`config.mk`:
```
export PLATFORM = sky130hd
export DESIGN_NAME = ber_stream_tester
export DESIGN_NICKNAME = d
export VERILOG_FILES = /design/src/rtl/ber_pkg.sv /design/src/rtl/ber_frame_pos.sv /design/src/rtl/ber_host_regs.sv /design/src/rtl/ber_prbs_gen.sv /design/src/rtl/ber_prbs_chk.sv /design/src/rtl/ber_stream_tester.sv
export SDC_FILE = /design/constraint.sdc
export NUM_CORES = 1
export LEC_CHECK = 0
export CORE_ASPECT_RATIO = 2
export CORE_MARGIN = 1.5
export CORE_UTILIZATION = 35
export CTS_BUF_LIST = sky130_fd_sc_hd__clkbuf_4
export CTS_CLUSTER_DIAMETER = 120
export CTS_CLUSTER_SIZE = 14
export DETAILED_ROUTE_END_ITERATION = 7
export SETUP_SLACK_MARGIN = 0.4
export SLEW_MARGIN = 0
export SYNTH_ARGS = -nofsm -noshare
export SYNTH_HDL_FRONTEND = slang
export SYNTH_SLANG_ARGS = --single-unit
```
`constraint.sdc`:
```
create_clock -name clk_i -period 5.2 [get_ports clk_i]
set_clock_uncertainty 0.1 [all_clocks]
set_input_delay 1.04 -clock clk_i [delete_from_list [all_inputs] [get_ports clk_i]]
set_output_delay 1.04 -clock clk_i [all_outputs]
set_load 0.005 [all_outputs]
```
`src/rtl/ber_pkg.sv`:
```
package ber_pkg;
  localparam int unsigned PRBS_W     = 15;
  localparam int unsigned ADDR_START = 0;
  localparam int unsigned ADDR_LEN   = 1;
  localparam int unsigned ADDR_CLR   = 2;
  localparam int unsigned ADDR_CNT   = 3;

  // x^15 + x^14 + 1, shift toward MSB, feedback at LSB
  function automatic logic [PRBS_W-1:0] prbs_next(input logic [PRBS_W-1:0] s);
    return {s[PRBS_W-2:0], s[PRBS_W-1] ^ s[PRBS_W-2]};
  endfunction
endpackage

```
`src/rtl/ber_frame_pos.sv`:
```
module ber_frame_pos #(
  parameter int unsigned NUM_CH      = 32,
  parameter int unsigned BITS_PER_CH = 8,
  localparam int unsigned CH_W  = $clog2(NUM_CH),
  localparam int unsigned BIT_W = $clog2(BITS_PER_CH)
) (
  input  logic            clk_i,
  input  logic            rst_ni,
  input  logic            bit_en_i,
  input  logic            frame_start_i,
  output logic [CH_W-1:0] cur_ch_o
);
  localparam logic [BIT_W-1:0] BIT_LAST = BIT_W'(BITS_PER_CH - 1);
  localparam logic [CH_W-1:0]  CH_LAST  = CH_W'(NUM_CH - 1);

  logic [BIT_W-1:0] bit_q, cur_bit;
  logic [CH_W-1:0]  ch_q, cur_ch;

  always_comb begin
    cur_bit = (frame_start_i && bit_en_i) ? '0 : bit_q;
    cur_ch  = (frame_start_i && bit_en_i) ? '0 : ch_q;
  end

  always_ff @(posedge clk_i or negedge rst_ni) begin
    if (!rst_ni) begin
      bit_q <= '0;
      ch_q  <= '0;
    end else if (bit_en_i) begin
      if (cur_bit == BIT_LAST) begin
        bit_q <= '0;
        ch_q  <= (cur_ch == CH_LAST) ? '0 : cur_ch + 1'b1;
      end else begin
        bit_q <= cur_bit + 1'b1;
        ch_q  <= cur_ch;
      end
    end
  end

  assign cur_ch_o = cur_ch;

  AST_FRAME_ALIGN: assert property (@(posedge clk_i) disable iff (!rst_ni)
    (frame_start_i && bit_en_i) |=> (ch_q == '0 && bit_q == BIT_W'(1)));
  AST_POS_HOLD: assert property (@(posedge clk_i) disable iff (!rst_ni)
    !bit_en_i |=> ($stable(ch_q) && $stable(bit_q)));
endmodule

```
`src/rtl/ber_host_regs.sv`:
```
module ber_host_regs
  import ber_pkg::*;
#(
  parameter int unsigned NUM_CH = 32,
  parameter int unsigned AW     = 8,
  parameter int unsigned DATA_W = 16,
  parameter int unsigned CNT_W  = 16,
  localparam int unsigned CH_W  = $clog2(NUM_CH)
) (
  input  logic              clk_i,
  input  logic              rst_ni,
  input  logic              we_i,
  input  logic [AW-1:0]     addr_i,
  input  logic [DATA_W-1:0] wdata_i,
  input  logic [CH_W-1:0]   cur_ch_i,
  input  logic [CNT_W-1:0]  cnt_i,
  output logic [DATA_W-1:0] rdata_o,
  output logic              clr_o,
  output logic              ch_en_o
);
  logic [CH_W-1:0]   start_q, len_q, off;
  logic [NUM_CH-1:0] tbl_q;
  logic [AW-2:0]     tbl_off;
  logic [CH_W-1:0]   tidx;
  logic              tbl_sel, in_win;

  assign tbl_off = addr_i[AW-2:0];
  assign tidx    = CH_W'(tbl_off);
  assign tbl_sel = addr_i[AW-1] && (int'(tbl_off) < NUM_CH);

  always_ff @(posedge clk_i or negedge rst_ni) begin
    if (!rst_ni) begin
      start_q <= '0;
      len_q   <= CH_W'(NUM_CH - 1);
      tbl_q   <= '0;
    end else if (we_i) begin
      if (tbl_sel)                        tbl_q[tidx] <= wdata_i[0];
      else if (addr_i == AW'(ADDR_START)) start_q <= wdata_i[CH_W-1:0];
      else if (addr_i == AW'(ADDR_LEN))   len_q   <= wdata_i[CH_W-1:0];
    end
  end

  // channel distance from window start, modulo NUM_CH
  always_comb begin
    if (cur_ch_i >= start_q) off = cur_ch_i - start_q;
    else                     off = CH_W'(NUM_CH + int'(cur_ch_i) - int'(start_q));
  end

  assign in_win  = (off <= len_q);
  assign ch_en_o = tbl_q[cur_ch_i] & in_win;
  assign clr_o   = we_i && (addr_i == AW'(ADDR_CLR));

  always_comb begin
    rdata_o = '0;
    if (addr_i[AW-1]) begin
      if (tbl_sel) rdata_o[0] = tbl_q[tidx];
    end else if (addr_i == AW'(ADDR_START)) rdata_o = DATA_W'(start_q);
    else if (addr_i == AW'(ADDR_LEN))       rdata_o = DATA_W'(len_q);
    else if (addr_i == AW'(ADDR_CNT))       rdata_o = DATA_W'(cnt_i);
  end

  AST_CFG_HOLD: assert property (@(posedge clk_i) disable iff (!rst_ni)
    !we_i |=> ($stable(tbl_q) && $stable(start_q) && $stable(len_q)));
endmodule

```
`src/rtl/ber_prbs_gen.sv`:
```
module ber_prbs_gen
  import ber_pkg::*;
(
  input  logic clk_i,
  input  logic rst_ni,
  input  logic adv_i,
  output logic bit_o
);
  logic [PRBS_W-1:0] state_q;

  always_ff @(posedge clk_i or negedge rst_ni) begin
    if (!rst_ni)    state_q <= '1;
    else if (adv_i) state_q <= prbs_next(state_q);
  end

  assign bit_o = state_q[PRBS_W-1];

  AST_GEN_NONZERO: assert property (@(posedge clk_i) disable iff (!rst_ni)
    state_q != '0);
  AST_GEN_HOLD: assert property (@(posedge clk_i) disable iff (!rst_ni)
    !adv_i |=> $stable(state_q));
endmodule

```
`src/rtl/ber_prbs_chk.sv`:
```
module ber_prbs_chk
  import ber_pkg::*;
#(
  parameter int unsigned CNT_W = 16
) (
  input  logic             clk_i,
  input  logic             rst_ni,
  input  logic             sample_i,
  input  logic             rx_bit_i,
  input  logic             clr_i,
  output logic [CNT_W-1:0] cnt_o
);
  localparam logic [CNT_W-1:0] CNT_MAX = '1;
  localparam logic [3:0]       FILL_DONE = 4'(PRBS_W);

  logic [PRBS_W-1:0] state_q;
  logic [3:0]        fill_q;
  logic [CNT_W-1:0]  cnt_q;
  logic              synced, pred, err;

  assign synced = (fill_q == FILL_DONE);
  assign pred   = state_q[PRBS_W-1] ^ state_q[PRBS_W-2];
  assign err    = sample_i && synced && (rx_bit_i != pred);

  always_ff @(posedge clk_i or negedge rst_ni) begin
    if (!rst_ni) begin
      state_q <= '0;
      fill_q  <= '0;
    end else if (sample_i) begin
      if (!synced) begin
        state_q <= {state_q[PRBS_W-2:0], rx_bit_i};
        fill_q  <= fill_q + 1'b1;
      end else begin
        // free-run on prediction so one flipped bit counts once
        state_q <= prbs_next(state_q);
      end
    end
  end

  always_ff @(posedge clk_i or negedge rst_ni) begin
    if (!rst_ni)                   cnt_q <= '0;
    else if (clr_i)                cnt_q <= '0;
    else if (err && cnt_q != CNT_MAX) cnt_q <= cnt_q + 1'b1;
  end

  assign cnt_o = cnt_q;

  AST_CLR_WINS: assert property (@(posedge clk_i) disable iff (!rst_ni)
    clr_i |=> (cnt_q == '0));
  AST_NO_WRAP: assert property (@(posedge clk_i) disable iff (!rst_ni)
    (cnt_q == CNT_MAX && !clr_i) |=> (cnt_q == CNT_MAX));
  AST_LOAD_SILENT: assert property (@(posedge clk_i) disable iff (!rst_ni)
    (!synced && !clr_i) |=> $stable(cnt_q));
  AST_IDLE_HOLD: assert property (@(posedge clk_i) disable iff (!rst_ni)
    !sample_i |=> ($stable(state_q) && $stable(fill_q)));
  AST_CNT_STEP: assert property (@(posedge clk_i) disable iff (!rst_ni)
    !clr_i |=> (cnt_q == $past(cnt_q) || cnt_q == $past(cnt_q) + 1'b1));
endmodule

```
`src/rtl/ber_stream_tester.sv`:
```
module ber_stream_tester #(
  parameter int unsigned NUM_CH      = 32,
  parameter int unsigned BITS_PER_CH = 8,
  parameter int unsigned CNT_W       = 16,
  parameter int unsigned DATA_W      = 16,
  parameter int unsigned AW          = 8
) (
  input  logic              clk_i,
  input  logic              rst_ni,
  input  logic              bit_en_i,
  input  logic              frame_start_i,
  input  logic              rx_bit_i,
  output logic              tx_bit_o,
  output logic              tx_ins_o,
  input  logic              host_we_i,
  input  logic [AW-1:0]     host_addr_i,
  input  logic [DATA_W-1:0] host_wdata_i,
  output logic [DATA_W-1:0] host_rdata_o
);
  localparam int unsigned CH_W = $clog2(NUM_CH);

  logic [CH_W-1:0]  cur_ch;
  logic [CNT_W-1:0] err_cnt;
  logic             ch_en, slot_en, clr, gen_bit;

  ber_frame_pos #(.NUM_CH(NUM_CH), .BITS_PER_CH(BITS_PER_CH)) i_pos (
    .clk_i, .rst_ni, .bit_en_i, .frame_start_i, .cur_ch_o(cur_ch)
  );

  ber_host_regs #(.NUM_CH(NUM_CH), .AW(AW), .DATA_W(DATA_W), .CNT_W(CNT_W)) i_regs (
    .clk_i, .rst_ni,
    .we_i(host_we_i), .addr_i(host_addr_i), .wdata_i(host_wdata_i),
    .cur_ch_i(cur_ch), .cnt_i(err_cnt),
    .rdata_o(host_rdata_o), .clr_o(clr), .ch_en_o(ch_en)
  );

  assign slot_en = bit_en_i & ch_en;

  ber_prbs_gen i_gen (.clk_i, .rst_ni, .adv_i(slot_en), .bit_o(gen_bit));

  ber_prbs_chk #(.CNT_W(CNT_W)) i_chk (
    .clk_i, .rst_ni, .sample_i(slot_en), .rx_bit_i, .clr_i(clr), .cnt_o(err_cnt)
  );

  assign tx_ins_o = slot_en;
  assign tx_bit_o = slot_en & gen_bit;

  AST_TX_QUIET: assert property (@(posedge clk_i) disable iff (!rst_ni)
    !bit_en_i |-> (!tx_ins_o && !tx_bit_o));
endmodule

```
==> impl_metrics.csv, run 1 <==
group,metric,value,unit
yosys,synthCells,528,
critical_path,crit_path_start,"host_addr_i[0]",
detailed_routing,drt_first_iter_violations,206,
yosys,ys_ff_latch,100,
power,clkPwrFrac,21.3,%
critical_path,critPathArrivalTime,3550,ps
critical_path,reg2reg_slack,1690,ps
floorplan,dieWidth,94.3,microns
power,ir_worst_vdd,0.154,mV
timing,finalSetupViolCount,0,
critical_path,path_cells,"clkdlybuf4s50_1, buf_4, mux4_2, mux4_2, mux2i_1, o22ai_1, clkdlybuf4s50_1",
critical_path,crit_type,"input pin to output port",
clocking,htree_levels,3,
grt,track_usage,16.9,%
placement,port_buffers,36,
yosys,synth_area_leader_cell,"dfrtp_1",
critical_path,timing.rr.start,"i_pos.ch_q[0]",
timing,worst_pin_slew,1060,ps
job,max_cap_viol_count,0,
final_layout,multiInputGateArea,0.00311,sq mm
yosys,ys_types,59,
placement,dpl.hpwl,10300,microns
outcome,status,"completed",
grt,grt_max_degree,71,
power,switching_share,32.5,%
yosys,synth_top_area_share,34.3,%
detailed_routing,drtPass1Iterations,4,
clocking,clkTransAtPathRegs,150,ps
yosys,ys.flop_type,"dfrtp_1",
critical_path,cp.depth,7,
grt,grt_overflow,0,
critical_path,cp_data_required_time,4060,ps
timing,final.period_utilization,90.2,%
clocking,root_buffer,"clkbuf_4",
critical_path,critPathLaunchType,"input pin",
timing,relSlewSlack,29.0,%
floorplan,fp.dieH,186,microns
floorplan,ios,48,
clocking,cts_tree,"yes",
power,netSwitchingPower,631,uW
final_layout,n_fill_cell,1517,
yosys,ys_top_cells_by_area,"dfrtp_1 (34%), mux2_2 (14%), dfstp_2 (9.0%)",
critical_path,crit_path_end_kind,"output port",
yosys,synthArstFlopShare,100,%
critical_path,rr_worst_depth,16,
power,combinationalPowerShare,30.8,%
timing,fmax,0.213,GHz
timing,period_minus_slack,4690,ps
detailed_routing,wl,13900,microns
yosys,syn_area,0.00584,sq mm
power,seqPwrFrac,47.8,%
final_layout,drive_above_1_share,30.3,%
final_layout,area_growth,13.4,%
final_layout,fin_nets,615,
timing,hold_viol,0,
power,p_int,1310,uW
yosys,yosys_warnings,0,
detailed_routing,vias,4265,
final_layout,regArea,0.00253,sq mm
critical_path,cp_slowest_stage_delay,580,ps
detailed_routing,avgRoutedWirePerCell,17.8,microns
grt,antenna_found_initial,1,
clocking,clock_latency,470,ps
detailed_routing,via_per_inst,5.45,
critical_path,cp-endpoint,"host_rdata_o[0]",
timing,drv_slew,0,
yosys,seq_area_frac_synth,43.3,%
grt,grt_pass1_vias,4434,
critical_path,cp_max_fo,19,
clocking,cts_buffers,9,
floorplan,fp.dieArea,0.0175,sq mm
critical_path,timing.rr.end,"i_chk.state_q[6]",
detailed_routing,drc,0,
timing,hold_ws,416,ps
placement,place.gp.congestion,0.875,
critical_path,crit_path_top_delay_cell,"mux4_2",
worst_hold_path,hp-class,"flop to flop",
yosys,synth_nets,571,
power,p_leak,0.00287,uW
critical_path,cpLargestDelayFamily,"buffers and inverters",
floorplan,start_util,35.9,%
clocking,hold_buffers,0,
yosys,synth_area_per_cell,11.1,sq um
floorplan,rows,66,
detailed_routing,antenna_left,0,
clocking,numClockSinks,100,
yosys,synth_edf_count,0,
timing,rsz0062_at_grt,"no",
timing,tns,0,ps
clocking,cts_buffer_depth,2,
final_layout,final_util,40.7,%
power,power_density,293,mW/mm^2
critical_path,crit_buf_inv,3,
floorplan,coreArea,0.0163,sq mm
grt,grt_first_pass_wirelength,22500,microns
## layer usage
layer	vias up	wire length [microns]	GRT usage (%)
met3	29	350	2.04
met4	0	620	10.1
met2	74	7830	32.1
li1	2005	-	-
met1	2157	5110	17.1
met5	-	0	0
## synth_stat cells (6+ instances only)
| master | number |
|---|---|
| o31ai_1 | 7 |
| nand2_1 | 54 |
| inv_1 | 13 |
| buf_6 | 7 |
| nor2_1 | 35 |
| ha_1 | 13 |
| mux4_2 | 12 |
| or4_1 | 6 |
| buf_2 | 6 |
| o21ai_0 | 8 |
| nand3_1 | 16 |
| mux2_2 | 71 |
| mux2_4 | 9 |
| nor3_1 | 13 |
| dfstp_2 | 20 |
| xnor2_1 | 8 |
| dfrtp_1 | 80 |
| mux2i_1 | 17 |
| nand4_1 | 8 |
| and3_1 | 18 |
| clkbuf_1 | 15 |
| nand2b_1 | 15 |
| a21oi_1 | 19 |
## state kept, by name, summed over array words and instances, names as in the netlist
register,cells
i_chk.state_q,15
i_pos.bit_q,3
i_regs.start_q,5
i_pos.ch_q,5
i_regs.tbl_q,32
i_gen.state_q,15
i_chk.cnt_o,16
i_regs.len_q,5
i_chk.fill_q,4
## worst min path at each step
stage               startpoint              end  slack (ps)  cells after the start
5_1_grt        i_chk.fill_q[0]  i_chk.fill_q[0]         430                      1
2_1_floorplan  i_chk.fill_q[0]  i_chk.fill_q[0]         360                      1
4_1_cts         i_pos.bit_q[2]   i_pos.bit_q[2]         420                      1
6_report        i_pos.bit_q[1]   i_pos.bit_q[1]         420                      1
3_5_place_dp    i_pos.bit_q[2]   i_pos.bit_q[2]         390                      1
3_3_place_gp   i_chk.fill_q[0]  i_chk.fill_q[0]         380                      1
## stage by stage
stage / power [uW] / cell area, sq um / worst slack [ps] / instances
2_1_floorplan: 1340 / 5840 / 617 / 528
3_3_place_gp: 1480 / 6440 / -157 / 761
3_5_place_dp: 1510 / 6440 / -240 / 761
4_1_cts: 1950 / 6620 / 412 / 780
5_1_grt: 2060 / 6620 / 413 / 782
6_report: 1940 / 6620 / 511 / 782
## area by class of cell
cell class,count,share of cell area [%]
Sequential cell,100,38.2
Clock buffer,10,1.13
Antenna cell,1,0.0378
Clock inverter,6,0.926
Inverter,13,0.737
Multi-Input combinational cell,386,47.0
Timing Repair Buffer,62,8.11
Tap cell,204,3.85
## cells in the final DEF, fill, tap and decap left out, types with 3 or more instances in the layout
cell / netlist / routed
a211o_1: 3 / 3
a21oi_1: 19 / 19
a31oi_1: 4 / 4
and2_1: 5 / 5
and3_1: 18 / 17
buf_4: 1 / 27
clkbuf_4: 0 / 10
clkdlybuf4s50_1: 0 / 31
dfrtp_1: 80 / 80
dfstp_2: 20 / 20
ha_1: 13 / 12
inv_1: 13 / 13
mux2_2: 71 / 71
mux2_4: 9 / 9
mux2i_1: 17 / 17
mux4_2: 12 / 12
nand2_1: 54 / 52
nand2b_1: 15 / 15
nand3_1: 16 / 16
nand4_1: 8 / 8
nor2_1: 35 / 35
nor2b_1: 3 / 3
nor3_1: 13 / 13
o21ai_0: 8 / 6
o22ai_1: 4 / 3
o31ai_1: 7 / 7
or4_1: 6 / 6
xnor2_1: 8 / 8
xor2_1: 3 / 3
## logic make-up after synthesis
| kind of cell | after synthesis | share of synthesized area, % |
|---|---|---|
| flip-flops | 100 | 43.3 |
| multiplexers | 109 | 23.5 |
| AND/OR/NAND/NOR | 186 | 16.0 |
| AO/OA/AOI/OAI | 66 | 8.53 |
| buffers and inverters | 42 | 3.79 |
| XOR/XNOR | 12 | 2.04 |
| adder cells (fa/ha/maj) | 13 | 2.79 |
## power groups by stage
stage	sequential (uW)	combinational, uW	clock, uW
2_1_floorplan	925	418	0
3_3_place_gp	937	545	0
3_5_place_dp	943	565	0
4_1_cts	929	585	437
5_1_grt	941	650	465
6_report	928	598	414
## repair_timing
action,in CTS,in global routing
endpoints found under the setup margin,2,2
resized for setup,11,8
buffers inserted,3,1
pin swaps,4,7
Power figures use the tool's default switching activity.
==> run 2, diff against run 1 <==
Settings changed: CAP_MARGIN set to 20.
==> results of run 2 <==
Final layout, timing and power as in run 1 (identical DEF).
==> run 3, diff against run 2 <==
Settings changed: SLEW_MARGIN 0 to 10, SYNTH_HIERARCHICAL set to 1.
==> impl_metrics.csv, run 3 <==
group,metric,value,unit
final_layout,final_common_cell,"dfrtp_1",
critical_path,reg2reg_slack,1140,ps
critical_path,cp_slowest_stage_delay,300,ps
detailed_routing,drtPass1Iterations,6,
detailed_routing,via_per_inst,5.52,
detailed_routing,avgRoutedWirePerCell,17.1,microns
grt,grt_pass1_vias,4419,
floorplan,coreArea,0.0163,sq mm
placement,port_buffers,36,
timing,final.period_utilization,90.6,%
clocking,clock_latency,470,ps
detailed_routing,drc,0,
floorplan,dieWidth,94,microns
grt,grt_first_pass_wirelength,21400,microns
yosys,synthArstFlopShare,100,%
floorplan,start_util,35.6,%
timing,hold_ws,395,ps
worst_hold_path,hp-class,"flop to flop",
placement,post-place-ws,-457,ps
clocking,cts_buffers,9,
power,power_density,227,mW/mm^2
grt,grt_overflow,0,
critical_path,critPathLaunchType,"input pin",
timing,worst_pin_slew,719,ps
grt,grt_max_degree,57,
critical_path,cpMostUsedCell,"buf_4",
worst_hold_path,min_path_cells,1,
grt,track_usage,16.0,%
yosys,synthCells,506,
yosys,ys_types,64,
critical_path,timing.rr.end,"i_chk/cnt_o[11]",
detailed_routing,vias,4232,
critical_path,crit_type,"input pin to output port",
yosys,synth_commonest_cells,"dfrtp_1 (80), mux2_2 (66), nand2_1 (40)",
grt,antenna_found_initial,1,
clocking,hold_buffers,0,
timing,hold_viol,0,
clocking,clkTransAtPathRegs,150,ps
critical_path,path_cells,"buf_6, buf_4, a21boi_2, ha_1, buf_4, a21oi_1, xnor2_1, ha_1, nand4_1, mux2i_1, a21oi_1, nor2_2, buf_4, and2_4, clkdlybuf4s15_1",
yosys,ys.flop_type,"dfrtp_1",
yosys,yosys_warnings,6,
outcome,status,"completed",
final_layout,final_cells,767,
final_layout,final_util,41.1,%
critical_path,cp_max_fo,15,
yosys,ys_ff_latch,100,
yosys,synth_top_area_share,34.5,%
detailed_routing,drt_first_iter_violations,152,
final_layout,final_cell_mix,"dfrtp_1 (80), mux2_2 (66), nand2_1 (39)",
yosys,synth_area_leader_cell,"dfrtp_1",
yosys,syn_area,0.00580,sq mm
placement,place.gp.congestion,0.842,
yosys,ys_top_cells_by_area,"dfrtp_1 (35%), mux2_2 (13%), dfstp_2 (9.1%)",
yosys,seq_area_frac_synth,43.6,%
critical_path,rr_worst_depth,20,
clocking,root_buffer,"clkbuf_4",
detailed_routing,antenna_left,0,
timing,fmax,0.212,GHz
power,p_leak,0.00281,uW
job,max_cap_viol_count,0,
timing,final_critical_path_setup_slack,491,ps
critical_path,cp_data_required_time,4060,ps
critical_path,critPathArrivalTime,3570,ps
final_layout,area_growth,15.4,%
critical_path,timing.rr.start,"i_pos/ch_q[0]",
clocking,htree_levels,3,
worst_hold_path,hold_end,"i_pos/bit_q[1]",
clocking,cts_tree,"yes",
timing,drv_slew,0,
critical_path,crit_path_top_delay_cell,"ha_1",
clocking,cts_buffer_depth,2,
placement,dpl_cell_area,0.00648,sq mm
final_layout,stdcell_area,0.00669,sq mm
timing,rsz0062_at_grt,"no",
power,ir_worst_vdd,0.118,mV
critical_path,crit_path_end_kind,"output port",
placement,dpl.hpwl,9710,microns
floorplan,fp.dieArea,0.0174,sq mm
floorplan,fp.dieH,185,microns
final_layout,largest-register,"i_regs/tbl_q",
final_layout,fin_nets,603,
final_layout,largest_reg_flops,32,
floorplan,ios,48,
placement,dp.cells,747,
yosys,synth_edf_count,0,
worst_hold_path,hp-start,"i_pos/bit_q[1]",
floorplan,rows,66,
timing,finalSetupViolCount,0,
timing,relSlewSlack,51.6,%
timing,period_minus_slack,4710,ps
clocking,numClockSinks,100,
yosys,synth_nets,552,
yosys,synth_area_per_cell,11.5,sq um
final_layout,drive_above_1_share,32.7,%
yosys,yosysMostFrequentCell,"dfrtp_1",
detailed_routing,wl,13200,microns
run 3: cell families (layout without fill, tap and decap cells):
logic type | count (synthesis) | after routing | synth area share, %
fa+ha+maj | 16 | 16 | 3.58
flops | 100 | 100 | 43.6
buf+inv | 43 | 99 | 3.71
mux | 110 | 110 | 23.1
simple gates | 159 | 159 | 16.4
xor+xnor | 8 | 8 | 1.47
compound gates | 70 | 70 | 8.12
other cells | 0 | 1 | 0
run 3: cell type report:
type / instances / area, sq um
diodes: 1 / 2.50
flip-flops and latches: 100 / 2530
repair buffers: 67 / 604
well taps: 204 / 255
fillers: 1555 / 9580
inverters: 16 / 62.6
clock inverters: 7 / 58.8
clock buffers: 9 / 67.6
multi-input cells: 363 / 3110
run 3: critical path: cells and delay by family:
kind / cells / cell delay (ps)
compound gates: 3 / 490
mux: 1 / 150
simple gates: 3 / 440
xor+xnor: 1 / 90
fa+ha+maj: 2 / 580
buf+inv: 5 / 770
run 3: timing repair:
action,4_1_cts,5_1_grt
gates resized for setup,23,9
endpoints found under the setup margin,17,2
buffers inserted,2,0
pin swaps,11,7
run 3: worst max path at each step:
stage	cells past startpoint	start	endpoint	slack [ps]
after floorplan	19	bit_en_i	i_chk/state_q[10]	490
final	15	bit_en_i	tx_ins_o	490
after global routing	17	frame_start_i	tx_ins_o	420
after CTS	17	bit_en_i	tx_bit_o	440
after detailed placement	16	frame_start_i	tx_ins_o	-460
after global placement	16	frame_start_i	tx_bit_o	-450
run 3: power by group:
group | internal [uW] | switching (uW)
clock network | 106 | 280
registers | 832 | 32.0
logic | 135 | 132
run 3: per-layer routing:
layer / GRT usage (%) / up-vias / part of all wire [%]
met2: 30.1 / 88 / 57
li1: - / 1985 / -
met5: 0 / - / 0
met4: 8.72 / 0 / 4.2
met1: 16.7 / 2126 / 36
met3: 2.18 / 33 / 2.7
run 3: per-stage QoR:
stage / TNS (ps) / total power, uW
floorplan: 0 / 1040
global placement: -4200 / 1120
detailed placement: -4380 / 1130
CTS: 0 / 1540
global route: 0 / 1600
finish: 0 / 1520
